### config.mk
export PLATFORM = sky130hd
export DESIGN_NAME = bridge_adc_reader
export DESIGN_NICKNAME = d
export VERILOG_FILES = /design/src/rtl/bar_pkg.sv /design/src/rtl/bar_frame_shifter.sv /design/src/rtl/bar_settle_timer.sv /design/src/rtl/bridge_adc_reader.sv
export SDC_FILE = /design/constraint.sdc
export NUM_CORES = 1
export LEC_CHECK = 0
export BUFFER_PORTS_ARGS = -buffer_cell sky130_fd_sc_hd__buf_2
export CAP_MARGIN = 20
export CORE_UTILIZATION = 55
export DETAILED_ROUTE_END_ITERATION = 10
export GPL_ROUTABILITY_DRIVEN = 0
export PLACE_DENSITY = 0.75
export SLEW_MARGIN = 20
export SYNTH_ARGS = -nofsm -noshare
export SYNTH_HDL_FRONTEND = slang
export SYNTH_SLANG_ARGS = --single-unit
### constraint.sdc
create_clock -name clk -period 6.7 [get_ports clk]
set_input_delay 1.34 -clock clk [delete_from_list [all_inputs] [get_ports clk]]
set_output_delay 1.34 -clock clk [all_outputs]
set_load 0.005 [all_outputs]
### src/rtl/bar_pkg.sv
package bar_pkg;
  localparam int DATA_BITS  = 20;
  localparam int STAT_BITS  = 8;
  localparam int FRAME_BITS = DATA_BITS + STAT_BITS;

  typedef enum logic [1:0] {
    ST_OFF,
    ST_WAIT_HIGH,
    ST_ARMED,
    ST_READ
  } rd_state_e;
endpackage

### src/rtl/bar_frame_shifter.sv
module bar_frame_shifter #(
  parameter int HALF_CYC = 10,
  parameter int NBITS    = 28
) (
  input  logic             clk,
  input  logic             rst_ni,
  input  logic             start,
  input  logic             abort,
  input  logic             sdi,
  output logic             sclk,
  output logic             done,
  output logic [NBITS-1:0] frame
);
  localparam int DIV_W = $clog2(HALF_CYC + 1);
  localparam int BIT_W = $clog2(NBITS + 1);
  localparam logic [DIV_W-1:0] HALF_LAST = DIV_W'(HALF_CYC - 1);
  localparam logic [BIT_W-1:0] BIT_LAST  = BIT_W'(NBITS - 1);

  logic             busy_q, busy_d;
  logic             sclk_q, sclk_d;
  logic             done_q, done_d;
  logic [DIV_W-1:0] div_q, div_d;
  logic [BIT_W-1:0] bit_q, bit_d;
  logic [NBITS-1:0] frame_q, frame_d;

  always_comb begin
    busy_d  = busy_q;
    sclk_d  = sclk_q;
    div_d   = div_q;
    bit_d   = bit_q;
    frame_d = frame_q;
    done_d  = 1'b0;
    if (abort) begin
      busy_d = 1'b0;
      sclk_d = 1'b1;
    end else if (!busy_q) begin
      sclk_d = 1'b1;
      if (start) begin
        busy_d = 1'b1;
        sclk_d = 1'b0;
        div_d  = HALF_LAST;
        bit_d  = '0;
      end
    end else if (div_q != '0) begin
      div_d = div_q - 1'b1;
    end else if (!sclk_q) begin
      // rising edge: capture the bit presented on the previous falling edge
      sclk_d  = 1'b1;
      frame_d = {frame_q[NBITS-2:0], sdi};
      div_d   = HALF_LAST;
    end else if (bit_q == BIT_LAST) begin
      busy_d = 1'b0;
      done_d = 1'b1;
    end else begin
      sclk_d = 1'b0;
      bit_d  = bit_q + 1'b1;
      div_d  = HALF_LAST;
    end
  end

  always_ff @(posedge clk or negedge rst_ni) begin
    if (!rst_ni) begin
      busy_q  <= 1'b0;
      sclk_q  <= 1'b1;
      done_q  <= 1'b0;
      div_q   <= '0;
      bit_q   <= '0;
      frame_q <= '0;
    end else begin
      busy_q  <= busy_d;
      sclk_q  <= sclk_d;
      done_q  <= done_d;
      div_q   <= div_d;
      bit_q   <= bit_d;
      frame_q <= frame_d;
    end
  end

  assign sclk  = sclk_q;
  assign done  = done_q;
  assign frame = frame_q;
endmodule

### src/rtl/bar_settle_timer.sv
module bar_settle_timer #(
  parameter int SETTLE_FAST_CYC = 1000,
  parameter int SETTLE_SLOW_CYC = 2500,
  parameter int WAKE_CYC        = 300,
  parameter int UPD_FAST_CYC    = 1500,
  parameter int UPD_SLOW_CYC    = 2500
) (
  input  logic clk,
  input  logic rst_ni,
  input  logic restart,
  input  logic wake,
  input  logic slow,
  input  logic wait_en,
  output logic settling,
  output logic timed_out
);
  localparam int SET_W = $clog2(SETTLE_SLOW_CYC + WAKE_CYC + 1);
  localparam int TO_W  = $clog2(2 * UPD_SLOW_CYC + 1);
  localparam logic [SET_W-1:0] L_FAST = SET_W'(SETTLE_FAST_CYC);
  localparam logic [SET_W-1:0] L_SLOW = SET_W'(SETTLE_SLOW_CYC);
  localparam logic [SET_W-1:0] L_WAKE = SET_W'(WAKE_CYC);
  localparam logic [TO_W-1:0]  T_FAST = TO_W'(2 * UPD_FAST_CYC);
  localparam logic [TO_W-1:0]  T_SLOW = TO_W'(2 * UPD_SLOW_CYC);

  logic [SET_W-1:0] set_q, set_d;
  logic [TO_W-1:0]  to_q, to_d;
  logic [TO_W-1:0]  to_lim;

  assign settling = (set_q != '0);
  assign to_lim   = slow ? T_SLOW : T_FAST;

  always_comb begin
    set_d = set_q;
    if (restart)       set_d = (slow ? L_SLOW : L_FAST) + (wake ? L_WAKE : '0);
    else if (settling) set_d = set_q - 1'b1;

    to_d = '0;
    if (wait_en && !settling && !restart) to_d = (to_q == T_SLOW) ? to_q : to_q + 1'b1;
  end

  always_ff @(posedge clk or negedge rst_ni) begin
    if (!rst_ni) begin
      set_q <= '0;
      to_q  <= '0;
    end else begin
      set_q <= set_d;
      to_q  <= to_d;
    end
  end

  assign timed_out = (to_q >= to_lim);
endmodule

### src/rtl/bridge_adc_reader.sv
module bridge_adc_reader #(
  parameter int HALF_CYC        = 10,
  parameter int RESET_LOW_CYC   = 10,
  parameter int SETTLE_FAST_CYC = 12_000_000,
  parameter int SETTLE_SLOW_CYC = 30_000_000,
  parameter int WAKE_CYC        = 100_000,
  parameter int UPD_FAST_CYC    = 6_000_000,
  parameter int UPD_SLOW_CYC    = 10_000_000
) (
  input  logic        clk,
  input  logic        rst_n,
  input  logic        run_en,
  input  logic        cfg_gain_hi,
  input  logic        cfg_slow,
  input  logic        signed_out,
  input  logic [7:0]  status_expect,
  input  logic [7:0]  status_mask,
  input  logic        dout_rdy,
  output logic        sclk,
  output logic        pd_rst_n,
  output logic        pin_gain,
  output logic        pin_filter,
  output logic [19:0] result,
  output logic [7:0]  status_byte,
  output logic        result_valid,
  output logic        frame_error,
  output logic        ready_timeout
);
  import bar_pkg::*;

  localparam int RC_W = $clog2(RESET_LOW_CYC + 1);
  localparam logic [RC_W-1:0] RST_LAST = RC_W'(RESET_LOW_CYC - 1);

  // reset: asserted asynchronously, released on a clock edge
  logic [1:0] rst_sync_q;
  logic       rst_ni;
  always_ff @(posedge clk or negedge rst_n) begin
    if (!rst_n) rst_sync_q <= 2'b00;
    else        rst_sync_q <= {rst_sync_q[0], 1'b1};
  end
  assign rst_ni = rst_sync_q[1];

  // ready/data line resynchronised, idles high
  logic [1:0] rdy_sync_q;
  logic       rdy_s;
  always_ff @(posedge clk or negedge rst_ni) begin
    if (!rst_ni) rdy_sync_q <= 2'b11;
    else         rdy_sync_q <= {rdy_sync_q[0], dout_rdy};
  end
  assign rdy_s = rdy_sync_q[1];

  rd_state_e            state_q, state_d;
  logic [RC_W-1:0]      rcnt_q, rcnt_d;
  logic                 gain_q, filt_q;
  logic [DATA_BITS-1:0] res_q, res_d;
  logic [STAT_BITS-1:0] stat_q, stat_d;
  logic                 val_q, val_d, err_q, err_d;

  logic                  sh_start, sh_abort, sh_done;
  logic [FRAME_BITS-1:0] sh_frame;
  logic                  leave_off, pin_change, settle_busy, wait_to;
  logic                  mismatch;
  logic [DATA_BITS-1:0]  code;

  bar_frame_shifter #(.HALF_CYC(HALF_CYC), .NBITS(FRAME_BITS)) u_shift (
    .clk(clk), .rst_ni(rst_ni), .start(sh_start), .abort(sh_abort),
    .sdi(rdy_s), .sclk(sclk), .done(sh_done), .frame(sh_frame)
  );

  bar_settle_timer #(
    .SETTLE_FAST_CYC(SETTLE_FAST_CYC), .SETTLE_SLOW_CYC(SETTLE_SLOW_CYC),
    .WAKE_CYC(WAKE_CYC), .UPD_FAST_CYC(UPD_FAST_CYC), .UPD_SLOW_CYC(UPD_SLOW_CYC)
  ) u_timer (
    .clk(clk), .rst_ni(rst_ni), .restart(leave_off || pin_change),
    .wake(leave_off), .slow(cfg_slow), .wait_en(state_q == ST_ARMED),
    .settling(settle_busy), .timed_out(wait_to)
  );

  assign pin_change = (cfg_gain_hi != gain_q) || (cfg_slow != filt_q);
  assign mismatch   = |((sh_frame[STAT_BITS-1:0] ^ status_expect) & status_mask);
  assign code       = sh_frame[FRAME_BITS-1:STAT_BITS] ^
                      {signed_out, {(DATA_BITS-1){1'b0}}};

  always_comb begin
    state_d   = state_q;
    rcnt_d    = rcnt_q;
    leave_off = 1'b0;
    sh_start  = 1'b0;
    sh_abort  = 1'b0;
    if (state_q == ST_OFF) begin
      if (rcnt_q != RST_LAST) rcnt_d = rcnt_q + 1'b1;
      if (run_en && rcnt_q == RST_LAST) begin
        leave_off = 1'b1;
        state_d   = ST_WAIT_HIGH;
      end
    end else if (!run_en) begin
      sh_abort = 1'b1;
      rcnt_d   = '0;
      state_d  = ST_OFF;
    end else begin
      unique case (state_q)
        ST_WAIT_HIGH: if (rdy_s) state_d = ST_ARMED;
        ST_ARMED: if (!rdy_s) begin
          sh_start = 1'b1;
          state_d  = ST_READ;
        end
        ST_READ: if (sh_done) state_d = ST_WAIT_HIGH;
        default: state_d = ST_OFF;
      endcase
    end

    val_d  = sh_done && !settle_busy && !mismatch;
    err_d  = sh_done && !settle_busy && mismatch;
    res_d  = val_d ? code : res_q;
    stat_d = (sh_done && !settle_busy) ? sh_frame[STAT_BITS-1:0] : stat_q;
  end

  always_ff @(posedge clk or negedge rst_ni) begin
    if (!rst_ni) begin
      state_q <= ST_OFF;
      rcnt_q  <= '0;
      gain_q  <= 1'b0;
      filt_q  <= 1'b0;
      res_q   <= '0;
      stat_q  <= '0;
      val_q   <= 1'b0;
      err_q   <= 1'b0;
    end else begin
      state_q <= state_d;
      rcnt_q  <= rcnt_d;
      gain_q  <= cfg_gain_hi;
      filt_q  <= cfg_slow;
      res_q   <= res_d;
      stat_q  <= stat_d;
      val_q   <= val_d;
      err_q   <= err_d;
    end
  end

  assign pd_rst_n      = (state_q != ST_OFF);
  assign pin_gain      = gain_q;
  assign pin_filter    = filt_q;
  assign result        = res_q;
  assign status_byte   = stat_q;
  assign result_valid  = val_q;
  assign frame_error   = err_q;
  assign ready_timeout = wait_to;
endmodule

-- Yosys cells after proc, flatten, opt, wreduce, memory -nomap -nowiden
Index checks and enable logic that the tools add are counted.
W data, S select, Z words.
- input bits: 23
- bits in registers: 132
- word-level logic and storage cells: 126
- $add $sub $neg: 6
- bitwise operators: 6
- mux-type cells: 51
- reductions and logical operators: 23
- order comparisons: 1
- equal/unequal tests: 21
- operators by type and width (kind ; count):
    $mux W25 ; 6
    $mux W4 ; 8
    $add A25 B1 Y25 const B ; 1
    $add A25 B25 Y25 ; 1
    $eq A25 B25 Y1 const B ; 1
    $ge A25 B25 Y1 ; 1
    $mux W5 ; 5
    $reduce_bool A25 Y1 ; 1
    $sub A25 B1 Y25 const B ; 1
    $mux W1 ; 24
    $xor A20 B20 Y20 ; 1
    $mux W17 ; 1
    $ne A4 B4 Y1 const B ; 4
    $mux W2 ; 6
    $and A8 B8 Y8 ; 1
    $ne A2 B2 Y1 const B ; 4
    $reduce_and A4 Y1 ; 2
    $reduce_or A8 Y1 ; 1
    $xor A8 B8 Y8 ; 1
    $logic_and A1 B1 Y1 ; 6
    $ne A2 B1 Y1 const B ; 3
    $pmux W2 S3 ; 1
    $reduce_bool A2 Y1 ; 3
    $add A5 B1 Y5 const B ; 1
    17 further kinds ; 24

-- Logic depth before layout (Yosys ltp)
Gate-level depths: netlist (run 1).
- depth in word-level cells: 8
- depth in mapped cells: 10
- gate-level depth less buffers: 8

-- Cells and area by module
A second synthesis (run 1) with hierarchy kept.
- cells, all modules: 602
- area, all modules: 6737.7 um^2
- by module, submodules not included (module ; cells each ; times used ; seq. area each (um^2) ; area an instance (um^2)):
    bar_settle_timer ; 337 ; 1 ; 1251.2 ; 3049.2
    bar_frame_shifter ; 128 ; 1 ; 1002.2 ; 1848.0
    bridge_adc_reader ; 137 ; 1 ; 1053.5 ; 1840.5

-- Worst setup path before layout (run 1)
OpenSTA, ideal clock, no wires.
- kind: input -> output
- from: input port cfg_slow
- to: output port ready_timeout
- setup slack: 2993 ps
- cell stages on the path: 6
- arrival time: 2367 ps
- cells stage by stage: inv_1 > ha_1 > or4_1 > nand3_1 > a211o_1 > a21oi_1
- longest elaborated chain between the ends: 2
- ends and longest elaborated chain (item ; RTL line ; source):
    start: declaration ; bridge_adc_reader.sv:14 ; input logic cfg_slow,
    $mux W25 ; bar_settle_timer.sv:30 ; assign to_lim = slow ? T_SLOW : T_FAST;
    $ge A25 B25 Y1 ; bar_settle_timer.sv:51 ; assign timed_out = (to_q >= to_lim);
    end: declaration ; bridge_adc_reader.sv:27 ; output logic ready_timeout
Every way passes these cells.

-- Worst setup path after layout (run 1)
Ends and elaborated chain as after synthesis.

==> flow_summary.yaml, run 1 <==
floorplan:
  fp.dieH_um: 111
  initial_core_util_pct: 57.1
  floorplan.core_area_um2: 11500
  io_pins: 58
  design.die.area_um2: 12400
  chipWidth_um: 111
  placement_rows: 39
setup_path:
  critPathCaptureType: "output pin"
  top_fanout_value_on_the_critical_path: 12
  worst_ep_arrival_time_ns: 3.05
  worst-endpoint-required_ns: 5.36
  criticalPathCategory: "in2out"
  startpoint_type: "primary input"
drt:
  via_per_inst: 5.72
  drtAntennaViolNets: 0
  initialDrtViolationCount: 372
  dr_total_vias: 4488
  drc: 11
  routed_len_inst_um: 16.9
  route.final.wire_length_um: 13300
  detailedRoute.firstPassIterationCount: 7
worst_hold_path:
  worst_hold_path_type: "reg2async"
finish:
  most-common-layout-cells: "sky130_fd_sc_hd__dfrtp_1 (128), sky130_fd_sc_hd__nor2_1 (64), sky130_fd_sc_hd__buf_2 (57)"
  final_core_utilization_pct: 65.5
  final_common_cell: "sky130_fd_sc_hd__dfrtp_1"
  final-instance-count-excl-fill: 785
  layout.nets: 678
  count_of_inserted_antenna_diode_cells: 0
  drive_gt1_share_pct: 25.5
  syn2layout_area_growth_pct: 14.8
power:
  powerDensity_nw_per_um2: 285
  irDropWorstVdd_v: 0.000316
  combinationalPowerShare_pct: 14.0
  power.share.clock_pct: 43.0
  power.static_leakage_nw: 3.48
  internal_power_mw: 1.56
  power_switching_share_pct: 27.6
  seqPwrFrac_pct: 43.0
  p_switching_mw: 0.594
timing:
  min_period_over_period_pct: 65.5
  tightestPinTransition_ns: 0.802
  setup-violations-final: 0
  timing.slew.headroom_pct: 46.5
  max_clk_rate_mhz: 228
  finalHoldWorstSlack_ns: 0.335
  timing_max_transition_violations_final: 0
  minimum_period_implied_by_the_final_worst_setup_slack_ns: 4.39
  rsz0062_at_grt: "false"
  hold_violations_final: 0
  setup_tns_ns: 0
  finalClockSkew_ns: 0.0102
synthesis:
  yosysTopAreaCellShare_pct: 49.1
  post-synth-top-area-cell: "sky130_fd_sc_hd__dfrtp_1"
  synthesis_warnings: 0
  syn_inst: 568
  synth-edff-count: 0
  synth_sequential_area_ratio_pct: 50.3
  synth_ff_type: "sky130_fd_sc_hd__dfrtp_1"
  synthesis.area_um2: 6570
  avgSynthCellArea_um2: 11.6
  async_reset_ff_share_pct: 100
  ys_types: 63
  synthesized_flop_and_latch_total: 132
  post_synthesis_net_count: 617
  leading_post_synthesis_cells_by_cell_area: "sky130_fd_sc_hd__dfrtp_1 (49%), sky130_fd_sc_hd__mux2_2 (6.3%), sky130_fd_sc_hd__ha_1 (5.0%)"
grt:
  first_global_vias: 4577
  groute.layer.met1.usage_pct: 31.3
  maximum_number_of_pins_on_one_net_before_global_route_repair: 89
  met3_usage_pct: 5.69
  global_route.usage.met2_pct: 37.3
  grtUsageTotal_pct: 23.5
  number_of_antenna_violations_at_the_first_check_in_global_routing: 0
  globalRoute.totalOverflow: 0
  top_usage_layer: "met2"
  grt_pass1_wl_um: 22800
cts:
  cts_buffers: 17
  cts_tree: "yes"
  ctsHtreeMaxLevel: 4
  cts_hold_repair.buffers: 0
  clk_pin_slew_worst_paths_ns: 0.06
  cts_root_buffer: "sky130_fd_sc_hd__clkbuf_16"
  cts_max_path_buffers: 2
  cts_repair_resize_count: 0
  tritoncts_sinks: 132
  cts_post_setup_buffers_inserted: 0
  worst_skew_pair.late_latency_ns: 0.42
job:
  max_capacitance_violation_total: 0
placement:
  dp_hpwl_um: 8900
  placed_cells: 753
  total_of_buffers_placed_on_input_and_output_ports: 57
run_status:
  status: "complete, but fails checks"
  violations_in_the_final_reports: "design-rule violations"
[cell usage after synthesis (all sizes together), types with 3 or more instances]
cell type	number
a21oi	13
a22oi	4
a31oi	3
and2	3
and3	3
and4	6
buf	10
clkbuf	7
dfrtp	129
dfstp	3
ha	26
inv	15
mux2	56
mux2i	7
nand2	28
nand3	19
nand4	15
nor2	66
nor2b	3
nor3	13
nor3b	4
nor4	10
nor4bb	3
o211ai	6
o21ai	20
o22ai	6
xnor2	28
xor2	34
[final timing paths]
kind / start / to / slack, ns / cells past startpoint
max in group asynchronous: rst_sync_q[1] / u_timer.set_q[23] / 5.21 / 1
worst min-delay path: rst_sync_q[1] / u_shift.bit_q[2] / 0.33 / 0
worst max register to register: state_q[0] / u_timer.to_q[12] / 3.83 / 8
min in group clk: rst_sync_q[0] / rst_sync_q[1] / 0.35 / 0
worst max-delay path: cfg_slow / ready_timeout / 2.31 / 8
worst min register to register: rst_sync_q[1] / u_shift.bit_q[2] / 0.33 / 0
[registers in the layout (all words and copies together), names as in the netlist, 2 cells and up]
name	count
u_shift.frame	28
u_shift.div_q	4
rcnt_q	4
status_byte	8
u_timer.set_q	25
result	20
u_shift.bit_q	5
u_timer.to_q	25
rst_sync_q	2
rdy_sync_q	2
state_q	2
[per-layer routing]
layer	wire (µm)	part of all wire (%)
met2	6440	49
met3	439	3.3
met5	0	0
met4	208	1.6
met1	6180	47
[power by group through the flow]
stage                     logic [mW]  registers, mW  clock network (mW)
after floorplan                0.222          0.926                   0
after global placement         0.277          0.932                   0
after detailed placement       0.296          0.937                   0
after CTS                      0.301          0.925               0.940
after global routing           0.342          0.935               0.974
final                          0.302          0.925               0.924
[cell type report]
class	instances	area [µm²]
clock inverter	11	126
fill	861	3970
timing repair buffer	59	304
inverter	15	56.3
multi-input combinational	404	3100
clock buffer	21	470
tap	143	179
sequential	132	3310
[metrics by stage]
step | setup slack [ns] | power [mW] | area [µm²]
after CTS | 2.33 | 2.17 | 7540
after global placement | 2.45 | 1.21 | 6950
after global routing | 2.23 | 2.25 | 7550
after detailed placement | 2.34 | 1.23 | 6950
after floorplan | 2.76 | 1.15 | 6570
final | 2.31 | 2.15 | 7550
[cell families after synthesis]
family	after synthesis	synth area share [%]
other	1	0.0571
flip-flops	132	50.3
adder cells (fa/ha/maj)	26	4.95
AO/OA/AOI/OAI	67	6.59
AND/OR/NAND/NOR	185	15.5
XOR/XNOR	62	8.26
buffers and inverters	32	2.59
multiplexers	63	11.7
[critical path: stages]
cell and delay, ns:
sky130_fd_sc_hd__buf_2 0.27, sky130_fd_sc_hd__inv_1 0.24, sky130_fd_sc_hd__ha_1 0.35, sky130_fd_sc_hd__or4_1 0.41, sky130_fd_sc_hd__nand3_1 0.11, sky130_fd_sc_hd__a211o_1 0.10, sky130_fd_sc_hd__a21oi_1 0.09, sky130_fd_sc_hd__buf_2 0.15
(Power assumes the default switching activity.)
==> run 2, diff against run 1 <==
--- a/config.mk
+++ b/config.mk
@@ -5,12 +5,13 @@
 export SDC_FILE = /design/constraint.sdc
 export NUM_CORES = 1
 export LEC_CHECK = 0
+export ABC_AREA = 1
 export BUFFER_PORTS_ARGS = -buffer_cell sky130_fd_sc_hd__buf_2
 export CAP_MARGIN = 20
 export CORE_UTILIZATION = 55
 export DETAILED_ROUTE_END_ITERATION = 10
 export GPL_ROUTABILITY_DRIVEN = 0
-export PLACE_DENSITY = 0.75
+export PLACE_DENSITY = 0.74
 export SLEW_MARGIN = 20
 export SYNTH_ARGS = -nofsm -noshare
 export SYNTH_HDL_FRONTEND = slang
==> constraint.sdc (replaced) <==
create_clock -name clk -period 4.3 [get_ports clk]
set_input_delay 0.86 -clock clk [delete_from_list [all_inputs] [get_ports clk]]
set_output_delay 0.86 -clock clk [all_outputs]
set_load 0.005 [all_outputs]
==> run 2 against run 1 <==
Compared with the run above:
- the run now ends clean
- synthesized cell count is 64% higher
- sequential share of layout area is 3.4 points lower
- setup slack worse by 1.3 ns
- clock skew is 0.0012 ns lower
- worst hold slack worse by 0.12 ns
- clock-buffer cell count is 2 lower
- first-iteration DRC count is 23% higher
- critical path type unchanged
- critical endpoint unchanged
- largest cell class unchanged
- largest power group unchanged
==> flow_summary.yaml, run 2 <==
floorplan:
  design.die.area_um2: 13500
  floorplan.core_area_um2: 12700
  fp.dieH_um: 116
  initial_core_util_pct: 56.8
  io_pins: 58
  placement_rows: 41
  chipWidth_um: 116
job:
  max_capacitance_violation_total: 0
synthesis:
  post_synthesis_net_count: 983
  synth-edff-count: 0
  ys_types: 39
  synth_top_cells_by_count: "sky130_fd_sc_hd__nand2_1 (255), sky130_fd_sc_hd__dfrtp_1 (129), sky130_fd_sc_hd__inv_1 (129), sky130_fd_sc_hd__nor2_1 (111), sky130_fd_sc_hd__nand3_1 (84)"
  synth.most_common_cell: "sky130_fd_sc_hd__nand2_1"
  synth_ff_type: "sky130_fd_sc_hd__dfrtp_1"
  leading_post_synthesis_cells_by_cell_area: "sky130_fd_sc_hd__dfrtp_1 (45%), sky130_fd_sc_hd__nand2_1 (13%), sky130_fd_sc_hd__inv_1 (6.7%)"
  syn_inst: 934
  avgSynthCellArea_um2: 7.70
  synthesis.area_um2: 7190
  synth_sequential_area_ratio_pct: 46.0
  synthesized_flop_and_latch_total: 132
  yosysTopAreaCellShare_pct: 44.9
  synthesis_warnings: 0
  post-synth-top-area-cell: "sky130_fd_sc_hd__dfrtp_1"
  async_reset_ff_share_pct: 100
setup_path:
  criticalPathCategory: "in2out"
  slowest_delay_ns: 0.38
  worst_ep_arrival_time_ns: 2.40
  startpoint_type: "primary input"
  critPathCaptureType: "output pin"
  crit_chain: "buf_2, inv_1, ha_1, inv_1, nor4b_1, nand2_1, nand2_1, nand2_1, nand3_1, buf_2"
  top_fanout_value_on_the_critical_path: 9
  cp_num_cells: 10
  crit_path_buf_inv_count: 4
  ff2ff_path_depth: 9
  worst_path_dominant_cell_family: "simple AND/OR/NAND/NOR gates"
  critPathSlowestCell: "sky130_fd_sc_hd__nor4b_1"
  ff2ff_setup_slack_ns: 1.73
  worst-endpoint-required_ns: 3.44
  critPathMostFrequentCell: "sky130_fd_sc_hd__nand2_1"
drt:
  detailedRoute.firstPassIterationCount: 5
  initialDrtViolationCount: 457
  via_per_inst: 5.17
  route.final.wire_length_um: 15700
  drc: 0
  dr_total_vias: 6099
  routed_len_inst_um: 13.3
  drtAntennaViolNets: 0
cts:
  cts_max_path_buffers: 2
  cts_tree: "yes"
  cts_hold_repair.buffers: 0
  tritoncts_sinks: 132
  clk_pin_slew_worst_paths_ns: 0.06
  cts_post_setup_buffers_inserted: 0
  cts_buffers: 17
  worst_skew_pair.late_latency_ns: 0.42
  ctsHtreeMaxLevel: 4
  cts_root_buffer: "sky130_fd_sc_hd__clkbuf_16"
  cts_repair_resize_count: 0
timing:
  tightestPinTransition_ns: 0.987
  max_clk_rate_mhz: 307
  rsz0062_at_grt: "false"
  hold_violations_final: 0
  finalClockSkew_ns: 0.00894
  timing_max_transition_violations_final: 0
  setup_tns_ns: 0
  minimum_period_implied_by_the_final_worst_setup_slack_ns: 3.26
  min_period_over_period_pct: 75.7
  setup-violations-final: 0
  timing.slew.headroom_pct: 34.2
finish:
  count_of_inserted_antenna_diode_cells: 0
  final_common_cell: "sky130_fd_sc_hd__nand2_1"
  syn2layout_area_growth_pct: 13.8
  final_core_utilization_pct: 64.6
  max_reg_flops: 28
  layout.nets: 1043
  most-common-layout-cells: "sky130_fd_sc_hd__nand2_1 (255), sky130_fd_sc_hd__inv_1 (129), sky130_fd_sc_hd__dfrtp_1 (128)"
  drive_gt1_share_pct: 13.7
worst_hold_path:
  worst_hold_path_type: "in2async"
placement:
  total_of_buffers_placed_on_input_and_output_ports: 57
  dp_hpwl_um: 10700
grt:
  number_of_antenna_violations_at_the_first_check_in_global_routing: 0
  first_global_vias: 5830
  maximum_number_of_pins_on_one_net_before_global_route_repair: 77
  globalRoute.totalOverflow: 0
  grtUsageTotal_pct: 25.4
  grt_pass1_wl_um: 26600
power:
  power.static_leakage_nw: 4.19
  irDropWorstVdd_v: 0.000278
  power.total_mw: 3.62
  powerDensity_nw_per_um2: 443
run_status:
  status: "finished, final reports clean"
==> run 2: cell count changes after synthesis, sizes merged, moves of 26 or more <==
cell   change
nand3     +68
o21ai     +26
xnor2     -27
nor2      +57
inv      +117
mux2      -55
nand2    +231
==> run 2: cell type report <==
class	count	area (µm²)
Clock buffer	19	453
Clock inverter	13	146
Fill cell	1115	4480
Inverter	132	495
Timing Repair Buffer	60	308
Tap cell	172	215
Multi-Input combinational cell	651	3260
Sequential cell	132	3310
==> run 2: logic make-up after synthesis <==
logic type	count (synthesis)	synth area share, %
muxes	1	0.157
buffers and inverters	151	8.72
DFF	132	46.0
xor gates and xnor gates	13	1.58
adders and majority gates	26	4.52
other	1	0.0521
and+or+nand+nor	515	31.5
AOI/OAI and AO/OA	95	7.52
==> run 2: power breakdown <==
group | internal [mW] | leakage (nW) | switching, mW
clock | 0.892 | 0.291 | 0.581
combinational | 0.212 | 2.18 | 0.378
sequential | 1.40 | 1.72 | 0.155
==> run 2: routing by layer <==
metal / track usage [%] / up-vias / share of wire, %
li1: - / 3084 / -
met1: 33.0 / 2863 / 47
met3: 5.97 / 18 / 4.1
met2: 41.8 / 134 / 47
met5: 0 / - / 0
met4: 8.72 / 0 / 1.4
==> run 2: final timing paths <==
| path | startpoint | endpoint |
|---|---|---|
| worst max-delay path | cfg_slow | ready_timeout |
| worst min-delay path | rst_n | rst_sync_q[1] |
| worst max register to register | u_timer.set_q[0] | result[15] |
| worst min register to register | rst_sync_q[0] | rst_sync_q[1] |
| max in group asynchronous | rst_sync_q[1] | u_shift.sclk |
| min in group clk | rst_sync_q[0] | rst_sync_q[1] |
==> run 2: through the flow <==
stage          instances  worst slack (ns)  instance area [µm²]  hold WS [ns]
2_1_floorplan        934             0.355                 7190         0.331
6_report            1179              1.04                 8190         0.215
3_5_place_dp        1147              1.11                 7590         0.340
3_3_place_gp        1147              1.13                 7590         0.339
5_1_grt             1179             0.867                 8190         0.200
4_1_cts             1179              1.08                 8190         0.205
